--- src/rtl/e1fg_pkg.sv ---
package e1fg_pkg;
   localparam int E1_BITS  = 8;
   localparam int E1_SLOTS = 32;
   localparam int E1_FRAMES = 16;
   localparam int E1_SMF   = 8;
   localparam int E1_CRC_W = 4;
   localparam int E1_NAT_W = 5;

   localparam int BIDX_W = $clog2(E1_BITS);
   localparam int TS_W   = $clog2(E1_SLOTS);
   localparam int FR_W   = $clog2(E1_FRAMES);
   localparam int SMF_W  = $clog2(E1_SMF);

   localparam logic [6:0]          FAS_TAIL  = 7'b0011011;
   localparam logic [5:0]          MFAS_WORD = 6'b001011;
   localparam logic [E1_CRC_W-1:0] CRC4_POLY = 4'b0011;

   typedef struct packed {
      logic [FR_W-1:0]   frame;
      logic [TS_W-1:0]   ts;
      logic [BIDX_W-1:0] bidx;
   } e1_pos_t;
endpackage

--- src/rtl/e1fg_pos_counter.sv ---
module e1fg_pos_counter
   import e1fg_pkg::*;
#(
   parameter int BITS   = E1_BITS,
   parameter int SLOTS  = E1_SLOTS,
   parameter int FRAMES = E1_FRAMES
) (
   input  logic    clk,
   input  logic    rst_n,
   input  logic    adv,
   output e1_pos_t pos
);
   logic last_bit, last_ts, last_fr;

   assign last_bit = (pos.bidx  == BIDX_W'(BITS - 1));
   assign last_ts  = (pos.ts    == TS_W'(SLOTS - 1));
   assign last_fr  = (pos.frame == FR_W'(FRAMES - 1));

   always_ff @(posedge clk or negedge rst_n) begin
      if (!rst_n) begin
         pos <= '0;
      end else if (adv) begin
         if (last_bit) begin
            pos.bidx <= '0;
            if (last_ts) begin
               pos.ts    <= '0;
               pos.frame <= last_fr ? '0 : pos.frame + 1'b1;
            end else begin
               pos.ts <= pos.ts + 1'b1;
            end
         end else begin
            pos.bidx <= pos.bidx + 1'b1;
         end
      end
   end

   // the last bit of a multiframe is followed by position zero
   assert_pos_wrap_R14: assert property (@(posedge clk) disable iff (!rst_n)
      (adv && last_bit && last_ts && last_fr) |=> (pos == '0));
endmodule

--- src/rtl/e1fg_crc4.sv ---
module e1fg_crc4
   import e1fg_pkg::*;
#(
   parameter int                 CRC_W = E1_CRC_W,
   parameter logic [CRC_W-1:0]   POLY  = CRC4_POLY
) (
   input  logic             clk,
   input  logic             rst_n,
   input  logic             adv,
   input  logic             din,
   input  logic             zero_pos,
   input  logic             smf_end,
   output logic [CRC_W-1:0] rem_hold
);
   logic [CRC_W-1:0] acc, nxt;
   logic             fb;

   assign fb = (din & ~zero_pos) ^ acc[CRC_W-1];

   for (genvar i = 0; i < CRC_W; i++) begin : g_lfsr
      if (i == 0) begin : g_lsb
         assign nxt[i] = fb & POLY[i];
      end else begin : g_upper
         assign nxt[i] = acc[i-1] ^ (fb & POLY[i]);
      end
   end

   always_ff @(posedge clk or negedge rst_n) begin
      if (!rst_n) begin
         acc      <= '0;
         rem_hold <= '0;
      end else if (adv) begin
         if (smf_end) begin
            rem_hold <= nxt;
            acc      <= '0;
         end else begin
            acc <= nxt;
         end
      end
   end

   // the CRC sent in an SMF is fixed for the whole SMF
   assert_crc_hold_stable_R6: assert property (@(posedge clk) disable iff (!rst_n)
      !(adv && smf_end) |=> $stable(rem_hold));
endmodule

--- src/rtl/e1fg_overlay.sv ---
module e1fg_overlay
   import e1fg_pkg::*;
(
   input  e1_pos_t               pos,
   input  logic                  din,
   input  logic                  frm_en,
   input  logic                  crc_en,
   input  logic                  crc_pass,
   input  logic                  sig_en,
   input  logic                  idle_on,
   input  logic [E1_BITS-1:0]    idle_code,
   input  logic [E1_NAT_W-1:0]   nat_bits,
   input  logic                  rai,
   input  logic [1:0]            far_err,
   input  logic [E1_CRC_W-1:0]   crc_c,
   input  logic [3:0]            sig_nib,
   output logic                  dout,
   output logic                  c_pos,
   output logic [4:0]            sig_ch
);
   logic ts0, ts16;

   assign ts0   = (pos.ts == '0);
   assign ts16  = (pos.ts == TS_W'(16));
   assign c_pos = ts0 && !pos.frame[0] && (pos.bidx == '0);

   always_comb begin
      dout   = din;
      sig_ch = '0;
      if (frm_en && ts0) begin
         if (!pos.frame[0]) begin
            if (pos.bidx == '0) begin
               if (crc_en && !crc_pass) dout = crc_c[2'd3 - pos.frame[2:1]];
            end else begin
               dout = FAS_TAIL[3'd7 - pos.bidx];
            end
         end else begin
            case (pos.bidx)
               3'd0: begin
                  if (crc_en) begin
                     if (pos.frame[3:1] < 3'd6) dout = MFAS_WORD[3'd5 - pos.frame[3:1]];
                     else                       dout = ~far_err[pos.frame[1]];
                  end
               end
               3'd1:    dout = 1'b1;
               3'd2:    dout = rai;
               default: dout = nat_bits[3'd7 - pos.bidx];
            endcase
         end
      end else if (sig_en && ts16) begin
         if (pos.frame == '0) begin
            if (!pos.bidx[2]) dout = 1'b0;
         end else begin
            dout   = sig_nib[2'd3 - pos.bidx[1:0]];
            sig_ch = pos.bidx[2] ? (5'(pos.frame) + 5'd15) : 5'(pos.frame);
         end
      end else if (idle_on && !ts0) begin
         dout = idle_code[3'd7 - pos.bidx];
      end
   end
endmodule

--- src/rtl/e1_tx_framegen.sv ---
module e1_tx_framegen
   import e1fg_pkg::*;
#(
   parameter int BITS_PER_SLOT   = E1_BITS,
   parameter int SLOTS_PER_FRAME = E1_SLOTS,
   parameter int FRAMES_PER_MF   = E1_FRAMES,
   parameter int FRAMES_PER_SMF  = E1_SMF,
   parameter int CRC_WIDTH       = E1_CRC_W,
   parameter int NAT_WIDTH       = E1_NAT_W
) (
   input  logic                     clk,
   input  logic                     rst_n,
   input  logic                     bit_strobe,
   input  logic                     bit_in,
   input  logic                     frm_en,
   input  logic                     crc_en,
   input  logic                     crc_pass,
   input  logic                     sig_en,
   input  logic                     idle_req,
   input  logic                     pcc_en,
   input  logic [BITS_PER_SLOT-1:0] idle_code,
   input  logic [NAT_WIDTH-1:0]     nat_bits,
   input  logic                     rai_manual,
   input  logic                     rai_auto_en,
   input  logic                     rx_alarm,
   input  logic [1:0]               far_crc_err,
   input  logic [3:0]               sig_nib,
   output logic [4:0]               sig_ch,
   output logic                     out_bit,
   output logic                     out_valid,
   output logic                     frame_start
);
   localparam int LOC_SMF_W = $clog2(FRAMES_PER_SMF);

   if (BITS_PER_SLOT != E1_BITS || SLOTS_PER_FRAME != E1_SLOTS ||
       FRAMES_PER_MF != E1_FRAMES || FRAMES_PER_SMF != E1_SMF) begin : g_bad_geometry
      $error("e1_tx_framegen: frame geometry must match the E1 structure");
   end
   if (CRC_WIDTH != E1_CRC_W || NAT_WIDTH != E1_NAT_W) begin : g_bad_fields
      $error("e1_tx_framegen: CRC and national field widths are fixed by the frame");
   end

   e1_pos_t              pos;
   logic                 smf_end, ovl_bit, c_pos, rai, mf_first;
   logic [CRC_WIDTH-1:0] crc_c;

   assign rai      = rai_manual | (rai_auto_en & rx_alarm);
   assign smf_end  = (pos.bidx == BIDX_W'(BITS_PER_SLOT - 1)) &&
                     (pos.ts == TS_W'(SLOTS_PER_FRAME - 1)) &&
                     (pos.frame[LOC_SMF_W-1:0] == '1);
   assign mf_first = (pos == '0);

   e1fg_pos_counter #(
      .BITS(BITS_PER_SLOT), .SLOTS(SLOTS_PER_FRAME), .FRAMES(FRAMES_PER_MF)
   ) i_pos (
      .clk(clk), .rst_n(rst_n), .adv(bit_strobe), .pos(pos)
   );

   e1fg_overlay i_ovl (
      .pos(pos), .din(bit_in), .frm_en(frm_en), .crc_en(crc_en),
      .crc_pass(crc_pass), .sig_en(sig_en), .idle_on(idle_req & pcc_en),
      .idle_code(idle_code), .nat_bits(nat_bits), .rai(rai),
      .far_err(far_crc_err), .crc_c(crc_c), .sig_nib(sig_nib),
      .dout(ovl_bit), .c_pos(c_pos), .sig_ch(sig_ch)
   );

   e1fg_crc4 #(.CRC_W(CRC_WIDTH), .POLY(CRC4_POLY)) i_crc (
      .clk(clk), .rst_n(rst_n), .adv(bit_strobe), .din(ovl_bit),
      .zero_pos(c_pos), .smf_end(smf_end), .rem_hold(crc_c)
   );

   always_ff @(posedge clk or negedge rst_n) begin
      if (!rst_n) begin
         out_bit     <= 1'b0;
         out_valid   <= 1'b0;
         frame_start <= 1'b0;
      end else begin
         out_valid   <= bit_strobe;
         frame_start <= bit_strobe & mf_first;
         if (bit_strobe) out_bit <= ovl_bit;
      end
   end

   // one output bit per strobe, one cycle later
   assert_valid_follows_R1: assert property (@(posedge clk) disable iff (!rst_n)
      bit_strobe |=> out_valid);
   assert_no_extra_valid_R1: assert property (@(posedge clk) disable iff (!rst_n)
      !bit_strobe |=> !out_valid);
   // the multiframe marker rides on a valid bit
   assert_fs_valid_R13: assert property (@(posedge clk) disable iff (!rst_n)
      frame_start |-> out_valid);
   // bit 3 of the alignment word is zero
   assert_fas_zero_R2: assert property (@(posedge clk) disable iff (!rst_n)
      (bit_strobe && frm_en && pos.ts == '0 && !pos.frame[0] && pos.bidx == 3'd2)
      |=> !out_bit);
   // bit 2 of the non-alignment word is one
   assert_nfas_one_R3: assert property (@(posedge clk) disable iff (!rst_n)
      (bit_strobe && frm_en && pos.ts == '0 && pos.frame[0] && pos.bidx == 3'd1)
      |=> out_bit);
   // idle byte in traffic slots
   assert_idle_R11: assert property (@(posedge clk) disable iff (!rst_n)
      (bit_strobe && idle_req && pcc_en && pos.ts != '0 && !(sig_en && pos.ts == TS_W'(16)))
      |=> (out_bit == $past(idle_code[3'd7 - pos.bidx])));
endmodule

--- config.mk ---
export PLATFORM = sky130hd
export DESIGN_NAME = e1_tx_framegen
export DESIGN_NICKNAME = d
export VERILOG_FILES = /design/src/rtl/e1fg_pkg.sv /design/src/rtl/e1fg_pos_counter.sv /design/src/rtl/e1fg_crc4.sv /design/src/rtl/e1fg_overlay.sv /design/src/rtl/e1_tx_framegen.sv
export SDC_FILE = /design/constraint.sdc
export NUM_CORES = 1
export LEC_CHECK = 0
export ABC_AREA = 1
export ABC_CLOCK_PERIOD_IN_PS = 2300
export BUFFER_PORTS_ARGS = -buffer_cell sky130_fd_sc_hd__buf_2
export CAP_MARGIN = 5
export CORE_UTILIZATION = 54
export DETAILED_ROUTE_END_ITERATION = 8
export GPL_TIMING_DRIVEN = 0
export PLACE_DENSITY = 0.8
export SLEW_MARGIN = 20
export SYNTH_ARGS = -nofsm -noshare
export SYNTH_HDL_FRONTEND = slang
export SYNTH_SLANG_ARGS = --single-unit
--- constraint.sdc ---
create_clock -name clk -period 2.3 [get_ports clk]
set_input_delay 0.345 -clock clk [delete_from_list [all_inputs] [get_ports clk]]
set_output_delay 0.345 -clock clk [all_outputs]
set_load 0.005 [all_outputs]
# Yosys cells after proc, flatten, opt, wreduce, memory -nomap -nowiden
# Memory sizes are Yosys's and may differ from the RTL's.
# Cells that the tools add are included.
# totals
regBits,23
mem_bits_ro,16
output_inout_bits,8
wordCells,89
memories,2
# mem_list
memory,words,word_bits,read_ports,rd_clocked_by_memory_dff,write_ports,line_no,text
(name not given),8,1,1,0,0,e1fg_overlay.sv:35,dout = FAS_TAIL[3'd7 - pos.bidx];
(name not given),8,1,1,0,0,e1fg_overlay.sv:41,if (pos.frame[3:1] < 3'd6) dout = MFAS_WORD[3'd5 - pos.frame[3:1]];
# op_classes
add_sub_neg,8
magnitude_cmp,6
eq_ne,7
mux,31
n_bitwise,9
n_reduce_logical,18
# ops
op,n
two-way mux 5 bit,5
two-way mux 1 bit,18
logical NOT 12 bit,1
equality test 5 bit (second input constant),2
logical AND 1 bit,8
less-than comparator 3 x 4 -> 1 bit (second input constant),2
two-way mux 4 bit,2
binary-select mux 1 bit (select 3 bit),2
equality test 3 bit (second input constant),2
less-than comparator 2 x 3 -> 1 bit (second input constant),2
subtractor 3 bit (first input constant),2
adder 4 x 4 -> 5 bit (second input constant),1
adder 5 x 1 -> 5 bit (second input constant),1
logical NOT 5 bit,1
adder 4 x 1 -> 4 bit (second input constant),1
bitwise AND 1 bit,4
binary-select mux 1 bit (select 2 bit),2
equality test 4 bit (second input constant),1
logical NOT 4 bit,1
AND reduction 2 bit,2
subtractor 2 bit (first input constant),2
adder 3 x 1 -> 3 bit (second input constant),1
equality test 3 x 1 -> 1 bit (second input constant),1
equality test 3 x 2 -> 1 bit (second input constant),1
other kinds (10),14

# Depth between registers and ports, before layout
# Gate-level depths: netlist (run 1).
# depth
depth_word,12
ltp_mapped,18
ltp_nobuf,17

# By module
# From an unflattened synthesis (run 1), not the netlist that was laid out.
# hier_totals
hier_cells,264
hier_area_um2,1745.4
# by_module_without_submodules
mod,n_inst,cells_per_inst,area_per_inst_um2,seq_area_each_um2
e1fg_pos_counter,1,67,623.1,300.3
e1fg_overlay,1,121,575.6,0.0
e1fg_crc4,1,40,339.1,200.2
e1_tx_framegen,1,36,207.7,75.1

# Least setup slack after synthesis (run 1)
# No wires, ideal clock.
# synth_path
path_type,register to register
start,"reg, netlist name i_pos.pos[9]"
end,reg i_crc.rem_hold[1]
setup_ps,116
arrival_time_ps,1685
t_required_ps,2184
setup_slack_ps,498
stages_incl_launch_ff,15
n_path_buf,1
synth_period_minus_slack_ps,1802
path_cell_list,dfrtp_1 > buf_4 > inv_2 > ha_1 > nand2_8 > nor3_1 > nor2_1 > a21oi_2 > nand2_1 > nand2_2 > nand3_1 > nand3_1 > nand2_1 > nand2_1 > nand2_1
# synth_via
elab_chain_len,11
# synth_lines
item,line_no,text
subtractor 3 bit / two-way mux 1 bit (equally long branches),"e1fg_overlay.sv:41, e1fg_overlay.sv:42",
memory read (8 x 1 bit) / two-way mux 1 bit (equally long branches),--,
two-way mux 1 bit (implied by the code) / inverter 1 bit (equally long branches),"e1fg_overlay.sv:41, e1fg_overlay.sv:42",
two-way mux 1 bit,e1fg_overlay.sv:41,
two-way mux 1 bit,e1fg_overlay.sv:40,if (crc_en) begin
one-hot mux 1 bit (3 select lines),e1fg_overlay.sv:38,case (pos.bidx)
two-way mux 1 bit,e1fg_overlay.sv:31,if (!pos.frame[0]) begin
two-way mux 1 bit,e1fg_overlay.sv:30,if (frm_en && ts0) begin
bitwise AND 1 bit,e1fg_crc4.sv:18,assign fb = (din & ~zero_pos) ^ acc[CRC_W-1];
bitwise XOR 1 bit,e1fg_crc4.sv:18,
bitwise XOR 1 bit,e1fg_crc4.sv:24,assign nxt[i] = acc[i-1] ^ (fb & POLY[i]);
end signal: assignment,e1fg_crc4.sv:34,rem_hold <= nxt;
end: declaration,e1fg_crc4.sv:13,output logic [CRC_W-1:0] rem_hold
# Parallel ways exist; a longest one is shown, timed or not. The select of a mux whose other input is x is not followed.
# A chain may end at the register's enable or synchronous reset.

# Worst setup path in the final report (run 1)
# layout_path
start,"reg, netlist name i_pos.pos[10]"
end,out sig_ch[1]
# layout_via
elab_chain_len,4
# layout_lines
item,line_no,text
logical NOT 4 bit,e1fg_overlay.sv:51,if (pos.frame == '0) begin
two-way mux 5 bit,e1fg_overlay.sv:51,
two-way mux 5 bit,e1fg_overlay.sv:50,end else if (sig_en && ts16) begin
two-way mux 5 bit,e1fg_overlay.sv:30,
end: declaration,e1_tx_framegen.sv:28,"output logic [4:0] sig_ch,"
# Every way passes these cells.

==> flow_metrics.env, run 1 <==
export IMPL_cts_tree="built"
export IMPL_portBuffers=39
export IMPL_post_place_cells=330
export IMPL_critPathCaptureType="output port"
export IMPL_run_status="complete, no violations"
export IMPL_num_fill_cells=289
export IMPL_synth_ff_type="dfrtp_1"
export IMPL_fin_cells=335
export IMPL_worst_pin_slew_ns=0.5092
export IMPL_crit_path_max_fanout=7
export IMPL_ys_ff_latch=23
export IMPL_gp_congestion=0.8381
export IMPL_grt_max_degree=24
export IMPL_place_ws_ns=0.2737
export IMPL_powerDensity_nw_per_um2=800.0
export IMPL_antenna_left=0
export IMPL_p_leak_nw=1.129
export IMPL_syn_cell_area_um2=1705
export IMPL_grtUsageTotal_pct=23.38
export IMPL_avgViaCountPerCell=5.009
export IMPL_drive_above_1_share_pct=21.65
export IMPL_areaGrowthSynthToFinish_pct=17.09
export IMPL_drt_wirelength_per_cell_um=11.07
export IMPL_antenna_found_initial=0
export IMPL_start_util_pct=56.32
export IMPL_yosysWarningCount=0
export IMPL_r2r_slack_ns=0.25
export IMPL_clk_path_buf_depth=2
export IMPL_final_cell_mix="61 x nand2_1, 39 x buf_2, 31 x nor2_1"
export IMPL_r2r_end="i_crc.rem_hold[1]"
export IMPL_hold_depth=1
export IMPL_whs_endpoint="out_valid"
export IMPL_vias=1678
export IMPL_avgSynthCellArea_um2=6.904
export IMPL_cts_buffers_inserted=3
export IMPL_io_pins=40
export IMPL_drc_errors=0
export IMPL_root_buffer="clkbuf_4"
export IMPL_synth_async_sr_flop_share_pct=100.0
export IMPL_maxSlewHeadroom_pct=66.06
export IMPL_die_h_um=58.20
export IMPL_clkTransAtPathRegs_ns=0.13
export IMPL_wl_um=3707
export IMPL_critical_path_required_ns=1.96
export IMPL_dieWidth_um=58.20
export IMPL_timing_rr_start="i_pos.pos[10]"
export IMPL_rsz0062_at_grt="false"
export IMPL_setup_slack_ns=0.1195
export IMPL_ys_types=26
export IMPL_peakVddDrop_v=0.0004574
export IMPL_tns_ns=0
export IMPL_syn_inst=247
export IMPL_htreeDepth=1
export IMPL_setup_violations=0
export IMPL_synth_edff_count=0
export IMPL_crit_type="register to output port"
export IMPL_dp_hpwl_um=2900
export IMPL_synth_seq_area_share_pct=33.75
export IMPL_grt_first_pass_wirelength_um=6072
export IMPL_slew_viol_final=0
export IMPL_fin_skew_ns=0.01461
export IMPL_clock_fmax_mhz=458.6
export IMPL_finalHoldViolCount=0
export IMPL_min_period_ns=2.180
export IMPL_layout_nets=338
export IMPL_overflow=0
export IMPL_num_rows=20
export IMPL_critPathLaunchType="register"
export IMPL_core_area_um2=3028
export IMPL_min_path_type="input pin to register"
export IMPL_finalCritPeriodShare_pct=94.80
export IMPL_r2r_cells=13
export IMPL_worst_endpoint_arrival_ns=1.84
export IMPL_grt_pass1_vias=1442
export IMPL_insertion_delay_ns=0.31
export IMPL_min_from="bit_strobe"
export IMPL_dieArea_um2=3387
export IMPL_first_pass_iters=4
export IMPL_synthesis_nets=293
export IMPL_antennaDiodeCount=0
export IMPL_first_iter_violations=81
export IMPL_final_common_cell="nand2_1"
export IMPL_drv_cap=0
export IMPL_cts_sink_count=23
-- flip-flops by register name, indices dropped and copies added, names as in the netlist --
| register | cells |
|---|---|
| i_crc.rem_hold | 4 |
| frame_start | 1 |
| out_bit | 1 |
| i_pos.pos | 12 |
| i_crc.acc | 4 |
| out_valid | 1 |
-- cells by family after synthesis --
kind of cell | share of synthesized area (%)
buffers and inverters | 11.15
and+or+nand+nor | 32.58
DFF | 33.75
adders and majority gates | 10.27
AOI/OAI and AO/OA | 11.74
xor gates and xnor gates | 0.5137
-- where the power goes --
group	internal, W	switching (W)	total (W)
Combinational	0.000311	0.000503	0.000814
Clock	0.0000677	0.000118	0.000186
Sequential	0.000510	0.0000877	0.000597
Total	0.000888	0.000709	0.00160
-- critical path, stage by stage, from the launching register on --
cell	delay, ns
dfrtp_1	0.50
inv_1	0.15
ha_1	0.30
nand2_8	0.09
nand2_1	0.13
a211oi_1	0.20
buf_2	0.15
-- layout make-up --
class,instances,area [um^2],area share [%]
clock buffer,4,26.28,1.316
sequential,23,575.6,28.82
tap,44,55.05,2.757
timing repair buffer,40,205.2,10.28
multi-input combinational,180,944.7,47.31
inverter,39,148.9,7.456
buffer,5,41.29,2.068
-- worst max path at each step --
| stage | endpoint | slack [ns] | start | cells past startpoint |
|---|---|---|---|---|
| after CTS | sig_ch[4] | 0.10 | i_pos.pos[10] | 6 |
| after floorplan | i_crc.rem_hold[1] | 0.50 | i_pos.pos[9] | 14 |
| final | sig_ch[1] | 0.12 | i_pos.pos[10] | 6 |
| after detailed placement | i_crc.rem_hold[1] | 0.27 | i_pos.pos[10] | 13 |
| after global routing | sig_ch[4] | 0.009 | i_pos.pos[10] | 6 |
| after global placement | i_crc.rem_hold[1] | 0.31 | i_pos.pos[10] | 13 |
-- layer usage --
layer	GRT usage, %	vias up	share of wire [%]
li1	-	881	-
met1	32.90	749	50
met2	38.26	43	45
met3	2.232	5	4.5
met4	7.143	0	1.1
met5	0	-	0
-- synthesized netlist by cell type (2+ instances only) --
cell      number  share of area (%)
nand2_2        4                1.5
a211oi_1       3                1.3
dfrtp_1       23                 34
buf_4          2               0.88
nor2_1        31                6.8
nand2_1       61                 13
inv_2          7                1.5
nor3_1         7                2.1
o21ai_0       11                3.2
a21oi_1        8                2.3
o22ai_1        4                1.5
ha_1          14                 10
buf_6          2                1.3
inv_1         31                6.8
o21ai_1        7                2.1
nand3_1       22                6.5
-- timing repair --
| item | 4_1_cts | 5_1_grt |
|---|---|---|
| gates resized for setup | 0 | 3 |
| hold buffers | 1 | 0 |
| endpoints found under the hold margin | 11 | 0 |
| endpoints found under the setup margin | 0 | 2 |
| setup buffers | 0 | 0 |
-- per-stage QoR --
| stage | cell area, um^2 | hold slack, ns | power [W] | utilization (%) |
|---|---|---|---|---|
| after floorplan | 1705 | 0.04941 | 0.001198 | - |
| after global routing | 1997 | 0.1993 | 0.001756 | 65.95 |
| after global placement | 1956 | 0.3511 | 0.001386 | 64.59 |
| after detailed placement | 1956 | 0.3506 | 0.001408 | 64.59 |
| final | 1997 | 0.2350 | 0.001598 | 65.95 |
| after CTS | 1992 | 0.2207 | 0.001600 | 65.79 |
(Power assumes the default switching activity.)
==> run 2, diff against run 1 <==
--- a/config.mk
+++ b/config.mk
@@ -9,6 +9,7 @@
 export ABC_CLOCK_PERIOD_IN_PS = 2300
 export BUFFER_PORTS_ARGS = -buffer_cell sky130_fd_sc_hd__buf_2
 export CAP_MARGIN = 5
+export CORE_MARGIN = 3
 export CORE_UTILIZATION = 54
 export DETAILED_ROUTE_END_ITERATION = 8
 export GPL_TIMING_DRIVEN = 0
==> run 2 against run 1 <==
Count of clock-buffer cells in the layout fell by 1. Cell count fell by 0.60%. Critical path depth rose by 3. Clock skew fell by 0.0029 ns. Design area rose by 0.88%. Global-route usage fell by 1.5 points. Routed wire length rose by 7.2%. First-iteration DRC count fell by 21%. Setup slack improved by 0.070 ns. Sequential power barely moved. Critical endpoint unchanged. Largest power group unchanged.
==> flow_metrics.env, run 2 (same netlist as run 1, synthesis figures left out) <==
export IMPL_antenna_found_initial=0
export IMPL_drv_cap=0
export IMPL_run_status="complete, no violations"
export IMPL_dieArea_um2=3868
export IMPL_crit_family="buffers and inverters"
export IMPL_drc_errors=0
export IMPL_slew_viol_final=0
export IMPL_critical_path_max_stage_delay_ns=0.40
export IMPL_layout_nets=338
export IMPL_worst_pin_slew_ns=0.5452
export IMPL_crit_path_start="i_pos.pos[4]"
export IMPL_maxSlewHeadroom_pct=63.66
export IMPL_clkTransAtPathRegs_ns=0.13
export IMPL_clkPwrFrac_pct=11.7
export IMPL_gp_congestion=0.8572
export IMPL_cts_tree="built"
export IMPL_areaGrowthSynthToFinish_pct=18.12
export IMPL_grt_first_pass_wirelength_um=7058
export IMPL_min_from="bit_strobe"
export IMPL_min_path_type="input pin to register"
export IMPL_overflow=0
export IMPL_die_h_um=62.20
export IMPL_grtUsageTotal_pct=21.90
export IMPL_crit_chain="inv_1, ha_1, nand3_1, inv_2, nand3_1, inv_1, nand2_2, a211oi_2, buf_2"
export IMPL_post_place_cells=328
export IMPL_setup_violations=0
export IMPL_final_cell_mix="60 x nand2_1, 39 x buf_2, 31 x nor2_1"
export IMPL_min_period_ns=2.111
export IMPL_core_area_um2=2877
export IMPL_finalCritPeriodShare_pct=91.78
export IMPL_fin_cells=333
export IMPL_crit_type="register to output port"
export IMPL_grt_pass1_vias=1637
export IMPL_portBuffers=39
export IMPL_crit_buf_inv=4
export IMPL_critPathLaunchType="register"
export IMPL_power_net_switching_w=0.0007186
export IMPL_wl_um=3974
export IMPL_crit_slowest_cell="dfrtp_1"
export IMPL_clock_fmax_mhz=473.7
export IMPL_combPwrFrac_pct=51.3
export IMPL_rsz0062_at_grt="false"
export IMPL_num_rows=19
export IMPL_worst_endpoint_arrival_ns=1.77
export IMPL_p_leak_nw=1.129
export IMPL_timing_rr_start="i_pos.pos[10]"
export IMPL_start_util_pct=59.29
export IMPL_peakVddDrop_v=0.0005135
export IMPL_cts_buffers_inserted=3
export IMPL_crit_path_max_fanout=4
export IMPL_drt_wirelength_per_cell_um=11.93
export IMPL_tns_ns=0
export IMPL_drive_above_1_share_pct=23.71
export IMPL_critical_path_required_ns=1.96
export IMPL_antennaDiodeCount=0
export IMPL_clk_path_buf_depth=2
export IMPL_sequentialPowerShare_pct=37.0
export IMPL_fin_skew_ns=0.01169
export IMPL_vias=1709
export IMPL_insertion_delay_ns=0.32
export IMPL_root_buffer="clkbuf_4"
export IMPL_first_pass_iters=4
export IMPL_critPathCaptureType="output port"
export IMPL_dieWidth_um=62.20
export IMPL_largest_registers="i_pos.pos x12, i_crc.acc x4, i_crc.rem_hold x4"
export IMPL_htreeDepth=1
export IMPL_avgViaCountPerCell=5.132
export IMPL_powerDensity_nw_per_um2=797.2
export IMPL_dp_hpwl_um=3104
export IMPL_regMostFlops="i_pos.pos"
export IMPL_first_iter_violations=64
export IMPL_grt_max_degree=24
export IMPL_p_int_w=0.0008873
export IMPL_io_pins=40
export IMPL_antenna_left=0
export IMPL_final_common_cell="nand2_1"
export IMPL_sw_frac_of_total_pct=44.75
export IMPL_cts_sink_count=23
export IMPL_finalHoldViolCount=0
export IMPL_largest_reg_flops=12
==> run 2: cell types whose count changed in the layout (fill, tap and decap cells not counted) <==
cell / before / now
a211oi_1: 2 / 0
a211oi_2: 1 / 3
clkbuf_1: 2 / 1
clkinv_2: 0 / 1
dfrtp_1: 23 / 22
dfrtp_2: 0 / 1
ha_1: 14 / 12
ha_2: 0 / 2
inv_1: 29 / 30
inv_2: 9 / 8
nand2_1: 61 / 60
nand2_2: 4 / 5
==> run 2: metal layers <==
layer  global-route usage [%]  part of all wire (%)
met5                        0                     0
met4                    7.459                  0.88
met3                    3.423                   6.7
met2                    36.42                    47
met1                    29.06                    45
==> run 2: cell type report <==
cell class                      instances  area (um^2)
Tap cell                               42        52.55
Clock buffer                            3        22.52
Multi-Input combinational cell        180        962.2
Inverter                               39        148.9
Fill cell                             249        862.1
Buffer                                  5        41.29
Sequential cell                        23        576.8
Clock inverter                          1        5.005
Timing Repair Buffer                   40        205.2
==> run 2: final timing paths <==
path,slack (ns),end,cells past startpoint
hold / removal,0.20,out_valid,1
setup reg to reg,0.22,i_crc.rem_hold[1],13
min in group asynchronous,0.55,i_pos.pos[11],2
max in group asynchronous,1.36,i_pos.pos[10],2
hold reg to reg,0.50,i_crc.rem_hold[1],2
setup / recovery,0.19,sig_ch[1],9
==> run 2: power groups by stage <==
stage          clock [W]  combinational [W]  sequential, W
4_1_cts         0.000195           0.000814       0.000592
6_report        0.000188           0.000824       0.000594
3_5_place_dp           0           0.000807       0.000601
2_1_floorplan          0           0.000613       0.000585
5_1_grt         0.000211           0.000951       0.000611
3_3_place_gp           0           0.000787       0.000599
==> run 2: per-stage QoR <==
step / instance area (um^2) / setup slack (ns) / total power (W) / util, % / hold WS (ns)
floorplan: 1705 / 0.4983 / 0.001198 / - / 0.04941
global placement: 1953 / 0.2702 / 0.001386 / 67.90 / 0.3493
detailed placement: 1953 / 0.1942 / 0.001408 / 67.90 / 0.3486
CTS: 1991 / 0.05638 / 0.001601 / 69.20 / 0.1958
global route: 2014 / 0.003829 / 0.001773 / 70.03 / 0.1921
finish: 2014 / 0.1891 / 0.001606 / 70.03 / 0.2011
==> run 2: repair_timing <==
action                                 4_1_cts  5_1_grt
setup endpoints to repair                    0        5
hold buffers                                 1        0
endpoints found under the hold margin       13        0
gates resized for setup                      0        8
setup buffers                                0        0
